$ cat src/rtl/l2irq_pkg.sv
package l2irq_pkg;
    localparam int OFF_PEND     = 'h00;
    localparam int OFF_PEND_SET = 'h04;
    localparam int OFF_PEND_CLR = 'h08;
    localparam int OFF_MASK     = 'h0C;
    localparam int OFF_MASK_SET = 'h10;
    localparam int OFF_MASK_CLR = 'h14;

    typedef enum logic [2:0] {
        SEL_PEND,
        SEL_PEND_SET,
        SEL_PEND_CLR,
        SEL_MASK,
        SEL_MASK_SET,
        SEL_MASK_CLR,
        SEL_NONE
    } reg_sel_e;

    typedef enum logic {
        OUT_IDLE,
        OUT_RAISED
    } out_state_e;
endpackage

$ cat src/rtl/l2irq_regif.sv
module l2irq_regif
    import l2irq_pkg::*;
#(
    parameter int NUM_SRC = 32,
    parameter int ADDR_W  = 8
) (
    input  logic [ADDR_W-1:0]  bus_addr,
    input  logic               bus_wr,
    input  logic [NUM_SRC-1:0] bus_wdata,
    input  logic [NUM_SRC-1:0] pend_q,
    input  logic [NUM_SRC-1:0] mask_q,
    output logic [NUM_SRC-1:0] pend_set,
    output logic [NUM_SRC-1:0] pend_clr,
    output logic [NUM_SRC-1:0] mask_set,
    output logic [NUM_SRC-1:0] mask_clr,
    output logic [NUM_SRC-1:0] bus_rdata
);
    reg_sel_e sel;

    always_comb begin
        if      (bus_addr == ADDR_W'(OFF_PEND))     sel = SEL_PEND;
        else if (bus_addr == ADDR_W'(OFF_PEND_SET)) sel = SEL_PEND_SET;
        else if (bus_addr == ADDR_W'(OFF_PEND_CLR)) sel = SEL_PEND_CLR;
        else if (bus_addr == ADDR_W'(OFF_MASK))     sel = SEL_MASK;
        else if (bus_addr == ADDR_W'(OFF_MASK_SET)) sel = SEL_MASK_SET;
        else if (bus_addr == ADDR_W'(OFF_MASK_CLR)) sel = SEL_MASK_CLR;
        else                                        sel = SEL_NONE;
    end

    always_comb begin
        pend_set = '0;
        pend_clr = '0;
        mask_set = '0;
        mask_clr = '0;
        if (bus_wr) begin
            unique case (sel)
                SEL_PEND_SET: pend_set = bus_wdata;
                SEL_PEND_CLR: pend_clr = bus_wdata;
                SEL_MASK_SET: mask_set = bus_wdata;
                SEL_MASK_CLR: mask_clr = bus_wdata;
                default: ;
            endcase
        end
    end

    always_comb begin
        unique case (sel)
            SEL_PEND: bus_rdata = pend_q;
            SEL_MASK: bus_rdata = mask_q;
            default:  bus_rdata = '0;
        endcase
    end
endmodule

$ cat src/rtl/l2irq_pending.sv
module l2irq_pending #(
    parameter int NUM_SRC = 32
) (
    input  logic               clk,
    input  logic               rst_n,
    input  logic [NUM_SRC-1:0] src_i,
    input  logic [NUM_SRC-1:0] set_bits,
    input  logic [NUM_SRC-1:0] clr_bits,
    output logic [NUM_SRC-1:0] pend_q
);
    logic [NUM_SRC-1:0] src_d;

    for (genvar n = 0; n < NUM_SRC; n++) begin : g_bit
        logic edge_seen;
        assign edge_seen = src_i[n] & ~src_d[n];

        always_ff @(posedge clk) begin
            if (!rst_n) begin
                src_d[n]  <= 1'b0;
                pend_q[n] <= 1'b0;
            end else begin
                src_d[n]  <= src_i[n];
                // a fresh edge overrides a same-cycle clear
                pend_q[n] <= edge_seen | ((pend_q[n] | set_bits[n]) & ~clr_bits[n]);
            end
        end
    end
endmodule

$ cat src/rtl/l2irq_mask.sv
module l2irq_mask #(
    parameter int NUM_SRC = 32
) (
    input  logic               clk,
    input  logic               rst_n,
    input  logic [NUM_SRC-1:0] set_bits,
    input  logic [NUM_SRC-1:0] clr_bits,
    output logic [NUM_SRC-1:0] mask_q
);
    for (genvar n = 0; n < NUM_SRC; n++) begin : g_bit
        always_ff @(posedge clk) begin
            if (!rst_n) mask_q[n] <= 1'b1;
            else        mask_q[n] <= (mask_q[n] | set_bits[n]) & ~clr_bits[n];
        end
    end
endmodule

$ cat src/rtl/l2irq_out_fsm.sv
module l2irq_out_fsm
    import l2irq_pkg::*;
(
    input  logic clk,
    input  logic rst_n,
    input  logic any_pending,
    output logic irq_o
);
    out_state_e state_q, state_d;

    always_ff @(posedge clk) begin
        if (!rst_n) state_q <= OUT_IDLE;
        else        state_q <= state_d;
    end

    always_comb begin
        state_d = state_q;
        unique case (state_q)
            OUT_IDLE:   if (any_pending)  state_d = OUT_RAISED;
            OUT_RAISED: if (!any_pending) state_d = OUT_IDLE;
            default:    state_d = OUT_IDLE;
        endcase
    end

    assign irq_o = (state_q == OUT_RAISED);
endmodule

$ cat src/rtl/l2irq_ctrl.sv
module l2irq_ctrl #(
    parameter int NUM_SRC = 32,
    parameter int ADDR_W  = 8
) (
    input  logic               clk,
    input  logic               rst_n,
    input  logic [NUM_SRC-1:0] src_i,
    input  logic [ADDR_W-1:0]  bus_addr,
    input  logic               bus_wr,
    input  logic [NUM_SRC-1:0] bus_wdata,
    output logic [NUM_SRC-1:0] bus_rdata,
    output logic               irq_o
);
    logic [NUM_SRC-1:0] pend_q, mask_q;
    logic [NUM_SRC-1:0] pend_set, pend_clr, mask_set, mask_clr;

    l2irq_regif #(.NUM_SRC(NUM_SRC), .ADDR_W(ADDR_W)) u_regif (
        .bus_addr (bus_addr),
        .bus_wr   (bus_wr),
        .bus_wdata(bus_wdata),
        .pend_q   (pend_q),
        .mask_q   (mask_q),
        .pend_set (pend_set),
        .pend_clr (pend_clr),
        .mask_set (mask_set),
        .mask_clr (mask_clr),
        .bus_rdata(bus_rdata)
    );

    l2irq_pending #(.NUM_SRC(NUM_SRC)) u_pend (
        .clk     (clk),
        .rst_n   (rst_n),
        .src_i   (src_i),
        .set_bits(pend_set),
        .clr_bits(pend_clr),
        .pend_q  (pend_q)
    );

    l2irq_mask #(.NUM_SRC(NUM_SRC)) u_mask (
        .clk     (clk),
        .rst_n   (rst_n),
        .set_bits(mask_set),
        .clr_bits(mask_clr),
        .mask_q  (mask_q)
    );

    l2irq_out_fsm u_out (
        .clk        (clk),
        .rst_n      (rst_n),
        .any_pending(|(pend_q & ~mask_q)),
        .irq_o      (irq_o)
    );
endmodule

$ cat config.mk
export PLATFORM = sky130hd
export DESIGN_NAME = l2irq_ctrl
export DESIGN_NICKNAME = d
export VERILOG_FILES = /design/src/rtl/l2irq_pkg.sv /design/src/rtl/l2irq_regif.sv /design/src/rtl/l2irq_pending.sv /design/src/rtl/l2irq_mask.sv /design/src/rtl/l2irq_out_fsm.sv /design/src/rtl/l2irq_ctrl.sv
export SDC_FILE = /design/constraint.sdc
export NUM_CORES = 1
export LEC_CHECK = 0
export BUFFER_PORTS_ARGS = -buffer_cell sky130_fd_sc_hd__buf_4
export CORE_MARGIN = 2
export CORE_UTILIZATION = 42
export DETAILED_ROUTE_END_ITERATION = 12
export PLACE_DENSITY = 0.65
export SLEW_MARGIN = 0
export SYNTH_ARGS = -nofsm -noshare
export SYNTH_HDL_FRONTEND = slang
export SYNTH_SLANG_ARGS = --single-unit
$ cat constraint.sdc
create_clock -name clk -period 2.02 [get_ports clk]
set_input_delay 0.202 -clock clk [delete_from_list [all_inputs] [get_ports clk]]
set_output_delay 0.202 -clock clk [all_outputs]
set_load 0.05 [all_outputs]
==> results of run 1 <==
## repair_timing
item                                    4_1_cts  5_1_grt
hold buffers                                  0        0
resized for setup                             2       74
pin swaps                                     0       11
buffers inserted                              0        3
endpoints found under the setup margin       32       32
cloned                                        0        3
## worst max path at each step
| stage | from | to | slack [ns] |
|---|---|---|---|
| 4_1_cts | bus_addr[5] | bus_rdata[7] | 0.003 |
| 2_1_floorplan | bus_addr[5] | bus_rdata[0] | 0.04 |
| 3_3_place_gp | bus_addr[5] | u_pend.pend_q[20] | -0.04 |
| 3_5_place_dp | bus_addr[5] | u_pend.pend_q[13] | -0.10 |
| 5_1_grt | bus_addr[6] | bus_rdata[9] | -0.07 |
| 6_report | bus_addr[6] | bus_rdata[6] | -0.04 |
## power by group through the flow
stage               Clock (uW)  Sequential, uW  Combinational (uW)
finish                    1220            2040                 437
global route              1310            2050                 480
CTS                       1230            2030                 425
detailed placement           0            2080                 422
global placement             0            2080                 408
floorplan                    0            2060                 221
## state kept, by name, indices dropped and copies added (netlist names)
register	count
u_out.irq_o	1
u_pend.src_d	32
u_pend.pend_q	32
u_mask.mask_q	32
## cell families (layout without fill, tap and decap cells)
logic type      after synthesis  after routing  synth area share
compound gates              145            145             0.263
buf+inv                      77            184            0.0741
flops                        97             97             0.444
simple gates                175            175             0.218
## stage by stage
step / power (uW) / instance area [sq um] / worst slack (ns)
finish: 3690 / 6040 / -0.0368
global route: 3840 / 6040 / -0.0662
CTS: 3690 / 5620 / 0.00264
detailed placement: 2500 / 5420 / -0.103
global placement: 2490 / 5420 / -0.0397
floorplan: 2280 / 4410 / 0.0410
## per-layer routing
| layer | part of all wire | up-vias |
|---|---|---|
| met5 | 0 | - |
| met4 | 0.018 | 0 |
| met3 | 0.070 | 23 |
| met2 | 0.48 | 202 |
| met1 | 0.44 | 2073 |
| li1 | - | 2079 |
## worst register-to-register path: cells and delay by family (launching register included)
kind | cells | cell delay, ns
AOI/OAI and AO/OA | 2 | 0.31
DFF | 1 | 0.40
and+or+nand+nor | 1 | 0.43
## final cells by class
cell class                      instances  area (sq um)  share of cell area
Multi-Input combinational cell        320          2310               0.383
Sequential cell                        97          1940               0.321
Timing Repair Buffer                  135          1310               0.216
Tap cell                              136           170              0.0282
Clock buffer                            9           124              0.0205
Inverter                               33           124              0.0205
Clock inverter                          7          63.8              0.0106
## cell usage after synthesis, drive strengths merged
cell,instances,share of area
nor4,7,0.013
nand2b,1,0.0014
or4,1,0.0026
dfxtp,97,0.44
a31oi,32,0.046
buf,13,0.019
a41oi,1,0.0020
nor2b,32,0.046
and2,32,0.046
or4b,2,0.0046
nor3,66,0.076
inv,33,0.028
a311oi,64,0.13
or2,1,0.0014
clkbuf,31,0.027
a22o,32,0.064
nand2,33,0.028
o22ai,16,0.023
==> reports/metrics.yaml, run 1 <==
power_and_ir_drop:
  power_density_nw_per_um2: 611
  p_int_uw: 2670
  p_seq_frac: 0.552
  p_comb_frac: 0.118
  peakVddDrop_mv: 0.420
  leakagePower_uw: 0.00236
  p_clk_frac: 0.329
  switchingPower_uw: 1020
  swShare: 0.277
worst_setup_path:
  critPathMaxFanout: 6
  reg2reg_to: "u_out.irq_o"
  crit_top_cell: "buf_6"
  crit_required_ns: 1.82
  crit_path_start_kind: "primary input"
  cp-end-kind: "primary output"
  r2r_cells: 3
  path_delay_family: "simple AND/OR/NAND/NOR gates"
  cpMaxStageDelayCell: "or4_4"
  slowest_delay_ns: 0.56
  crit_buf_inv: 4
  cp.depth: 7
  crit_type: "in2out"
  rr_startpoint: "u_mask.mask_q[5]"
  r2r_slack_ns: 0.76
  arrival_ns: 1.85
  path_cells: "buf_6 > or4_4 > nor4_4 > buf_4 > clkbuf_16 > a22o_2 > buf_6"
floorplan:
  dieHeight_microns: 106
  dieArea_sq_um: 11200
  die_w_microns: 106
  io_pins: 108
  start_util: 0.427
  rows: 37
  core_sq_um: 10200
yosys:
  netlist_instances: 494
  avgSynthCellArea_sq_um: 8.85
  yosys_warnings: 0
  yosysSeqAreaShare: 0.444
  synth.ff_latch_count: 97
  syn_nets: 569
  ys_types: 21
  syn_area_sq_um: 4370
drt:
  drt_iter0_markers: 293
  num_vias: 4377
  wirelength_microns: 13500
  wl_per_cell_microns: 18.3
  vias_per_cell: 5.94
  route.detailed.drc: 0
  drtAntennaViolNets: 0
  first_pass_iters: 5
grt:
  grt_first_pass_wirelength_microns: 20800
  grtUsageMet1: 0.307
  gr-usage-met2: 0.385
  grt_use_total: 0.232
  grt_max_degree: 48
  globalRouteOverflowTotal: 0
  grt_pass1_vias: 4141
  antenna_found_initial: 0
  gr-usage-met3: 0.0380
  grt-busiest-layer: "met2"
layout:
  final_nets: 671
  num_antenna_cells: 0
  fill_cells: 871
  final_common_cell: "dfxtp_1"
  mostFrequentLayoutCells: "dfxtp_1 (97), buf_4 (93), a311oi_1 (64), nor3_1 (64), nand2_1 (33)"
  drive_gt1_frac: 0.316
  fin_cells: 737
  area_growth_pct: 38.3
  fin_util: 0.591
sta:
  drv_slew: 0
  rsz0062_at_grt: "true"
  setup_slack_ns: -0.0368
  fin_skew_ns: 0.0120
  finalSetupTns_ns: -0.250
  finalHoldViolCount: 0
  period_needed_ns: 2.06
  whs_ns: 0.0364
  slew_headroom: 0.681
  fin_crit_sh: 1.02
  tightest_slew_ns: 0.479
  fmaxAchievable_mhz: 486
  setup_violations: 20
place:
  dp.cells: 715
  routabilityCongestion: 0.798
  place_hpwl_microns: 9000
  port_buffers: 107
worst_hold_path:
  hp-start: "src_i[20]"
  min_path_type: "in2reg"
  min_path_cells: 2
  hold-path-endpoint: "u_pend.src_d[20]"
cts:
  ctsRootBufferMaster: "clkbuf_8"
  numCtsBuffers: 9
  clkLatencyLatePin_ns: 0.37
  cts_tree: "done"
  cts.sinks: 97
  htreeDepth: 3
  clk_path_buf_depth: 2
  clk_pin_slew_ns: 0.11
outcome:
  status: "complete, but fails checks"
  violations: "negative setup slack"
job:
  max-cap-violations: 0
(Power assumes the default switching activity.)
==> inputs of run 2 (changes only) <==
--- a/config.mk
+++ b/config.mk
@@ -5,11 +5,11 @@
 export SDC_FILE = /design/constraint.sdc
 export NUM_CORES = 1
 export LEC_CHECK = 0
+export ABC_AREA = 1
 export BUFFER_PORTS_ARGS = -buffer_cell sky130_fd_sc_hd__buf_4
 export CORE_MARGIN = 2
 export CORE_UTILIZATION = 42
 export DETAILED_ROUTE_END_ITERATION = 12
-export PLACE_DENSITY = 0.65
 export SLEW_MARGIN = 0
 export SYNTH_ARGS = -nofsm -noshare
 export SYNTH_HDL_FRONTEND = slang
==> run 2 against run 1 <==
The run now ends clean. Via count rose by 15%. Flip-flop and latch count is the same. Critical endpoint is now bus_rdata[20]. Power rose by 14%. Combinational power grew 12%. Utilization is 4.7 points lower. Critical path type unchanged. Sequential power about the same. Cell count grew 41%.
==> reports/metrics.yaml, run 2 <==
worst_hold_path:
  min_path_type: "in2reg"
  min_path_cells: 3  # +1
layout:
  mostFrequentLayoutCells: "nand2_1 (335), inv_1 (134), buf_4 (126)"
  top_regs: "u_mask.mask_q x32, u_pend.pend_q x32, u_pend.src_d x32"
  fill_cells: 1174  # +35%
  num_antenna_cells: 0  # unchanged
  final_common_cell: "nand2_1"
  drive_gt1_frac: 0.200  # -0.117
  final_nets: 967  # +44%
  area_growth_pct: 26.5
  register_area_sq_um: 1940  # unchanged
  multi_input_area_sq_um: 2290  # -1.0%
sta:
  finalSetupTns_ns: 0  # +0.250 ns
  drv_slew: 0  # unchanged
  period_needed_ns: 1.64  # -0.418 ns
  fin_crit_sh: 0.811  # -0.207
  fin_skew_ns: 0.00321  # -0.00876 ns
  setup_slack_ns: 0.382  # +0.418 ns
  slew_headroom: 0.734  # +0.0537
  fmaxAchievable_mhz: 610  # +26%
  rsz0062_at_grt: "false"
  finalHoldViolCount: 0  # unchanged
  setup_violations: 0  # -100%
  tightest_slew_ns: 0.398  # -0.0806 ns
cts:
  clk_path_buf_depth: 2  # unchanged
  htreeDepth: 3  # unchanged
  numCtsBuffers: 9  # unchanged
  clkLatencyLatePin_ns: 0.34  # -0.03 ns
  ctsRootBufferMaster: "clkbuf_16"
  postCtsSetupBuffers: 0  # unchanged
  cts_resized: 0  # -2
  cts_tree: "done"
  cts.sinks: 97  # unchanged
  clk_pin_slew_ns: 0.06  # -0.05 ns
  holdBufCountCts: 0  # unchanged
yosys:
  synthSimpleGateAreaFrac: 0.384  # +0.166
  synthAdderAreaFrac: 0  # unchanged
  synthMuxAreaShare: 0  # unchanged
  netlist_instances: 792  # +60%
  yosys_warnings: 0  # unchanged
  synth.most_common_cell: "nand2_1"
  synth_edf_count: 0  # unchanged
  avgSynthCellArea_sq_um: 6.17  # -30%
  synth.ff_latch_count: 97  # unchanged
  synth_area_leaders: "dfxtp_1 (40%), nand2_1 (26%), inv_1 (10%), nand3_1 (6.8%), o22ai_1 (4.1%)"
  syn_nets: 867  # +52%
  synth_top_family_by_area: "simple AND/OR/NAND/NOR gates"
  yosys.area.top_type: "dfxtp_1"
  syn_area_sq_um: 4890  # +12%
  synthXorXnorAreaFrac: 0  # unchanged
  synth_common_cells: "nand2_1 (335), inv_1 (134), dfxtp_1 (97)"
  async_flop_share: 0  # unchanged
  ys_types: 17  # -19%
  synth_compound_gate_area_share: 0.0799  # -0.183
  synth_top_area_share: 0.397  # -0.0469
  yosysSeqAreaShare: 0.397  # -0.0469
  synth-main-ff-cell: "dfxtp_1"
floorplan:
  io_pins: 108  # unchanged
  die_w_microns: 112  # +5.5%
  dieHeight_microns: 112  # +5.5%
  start_util: 0.430  # +0.00256
  core_sq_um: 11400  # +11%
  rows: 39  # +5.4%
  dieArea_sq_um: 12500  # +11%
outcome:
  status: "complete, no violations"
place:
  dp_slack_ns: 0.405  # +0.508 ns
  routabilityCongestion: 0.844  # +5.7%
  port_buffers: 107  # unchanged
  place_hpwl_microns: 9570  # +6.4%
drt:
  drtAntennaViolNets: 0  # unchanged
  vias_per_cell: 4.84  # -19%
  wl_per_cell_microns: 13.2  # -28%
  num_vias: 5029  # +15%
  first_pass_iters: 5  # unchanged
  drt_iter0_markers: 222  # -24%
  route.detailed.drc: 0  # unchanged
  wirelength_microns: 13700  # +1.9%
worst_setup_path:
  cp-end-kind: "primary output"
  arrival_ns: 1.44  # -0.41 ns
  crit_required_ns: 1.82  # about the same
  slowest_delay_ns: 0.24  # -0.32 ns
  cpMaxStageDelayCell: "buf_4"
  path_cells: "buf_4 > inv_1 > nand2_1 > nor3_4 > nand2_1 > buf_4 > o22ai_1 > buf_4"
  critPathMaxFanout: 17  # +11
  r2r_cells: 7  # +4
  crit_path_start_kind: "primary input"
  crit_top_cell: "buf_4"
  crit_type: "in2out"
grt:
  grt_use_total: 0.227  # -0.00563
  globalRouteOverflowTotal: 0  # unchanged
  grt_max_degree: 36  # -25%
  antenna_found_initial: 0  # unchanged
  grt_pass1_vias: 4912  # +19%
  grt_first_pass_wirelength_microns: 22700  # +9.2%
power_and_ir_drop:
  leakagePower_uw: 0.00373  # +58%
  power_uw: 4210  # +14%
  peakVddDrop_mv: 0.354  # -16%
  power_density_nw_per_um2: 682  # +12%
job:
  max-cap-violations: 0  # unchanged
[run 2: cell types whose count changed after synthesis, sizes merged, moves of 32 or more]
cell | previous run | this run
a21oi | 0 | 33
nor3 | 66 | 3
inv | 33 | 135
nand2 | 33 | 335
a22o | 32 | 0
a31oi | 32 | 0
a311oi | 64 | 0
nor2b | 32 | 0
nand3 | 0 | 66
[run 2: logic make-up (layout without fill, tap and decap cells)]
logic type,Yosys count,in the layout
DFF,97,97
buffers and inverters,174,279
AOI/OAI and AO/OA,70,70
and+or+nand+nor,451,451
[run 2: path summary, 6_finish.rpt]
check	startpoint	to	slack, ns
max	bus_addr[0]	bus_rdata[20]	0.38
min reg2reg	u_pend.src_d[13]	u_pend.pend_q[13]	0.47
min	src_i[29]	u_pend.src_d[29]	0.04
max reg2reg	u_mask.mask_q[4]	u_out.irq_o	0.93
[run 2: final cells by class]
cell class              count  share of cell area
clock buffers              14              0.0460
clock inverters             2             0.00162
inverters                 136              0.0826
multi-input cells         521               0.370
flip-flops and latches     97               0.314
well taps                 143              0.0290
repair buffers            127               0.156
[run 2: critical path, delay by kind of cell]
kind	cells	cell delay [ns]
buffers and inverters	4	0.61
AND/OR/NAND/NOR	3	0.42
AO/OA/AOI/OAI	1	0.18
[run 2: stage by stage]
| step | util | hold WS [ns] | instance area [sq um] | instances |
|---|---|---|---|---|
| floorplan | - | 0.306 | 4890 | 792 |
| global placement | 0.518 | 0.393 | 5890 | 1024 |
| detailed placement | 0.518 | 0.398 | 5890 | 1024 |
| CTS | 0.544 | 0.0331 | 6180 | 1040 |
| global route | 0.544 | 0.0558 | 6180 | 1040 |
| finish | 0.544 | 0.0448 | 6180 | 1040 |
[run 2: layer usage]
| layer | up-vias | routed length, microns | share of wire | track usage |
|---|---|---|---|---|
| li1 | 2588 | - | - | - |
| met1 | 2266 | 6180 | 0.45 | 0.288 |
| met2 | 145 | 6410 | 0.47 | 0.372 |
| met3 | 30 | 762 | 0.055 | 0.0435 |
| met4 | 0 | 374 | 0.027 | 0.106 |
| met5 | - | 0 | 0 | 0 |
[run 2: power by group]
part,switching [uW],internal (uW)
clock network,708,966
registers,34.9,2010
logic,280,211
total,1020,3190
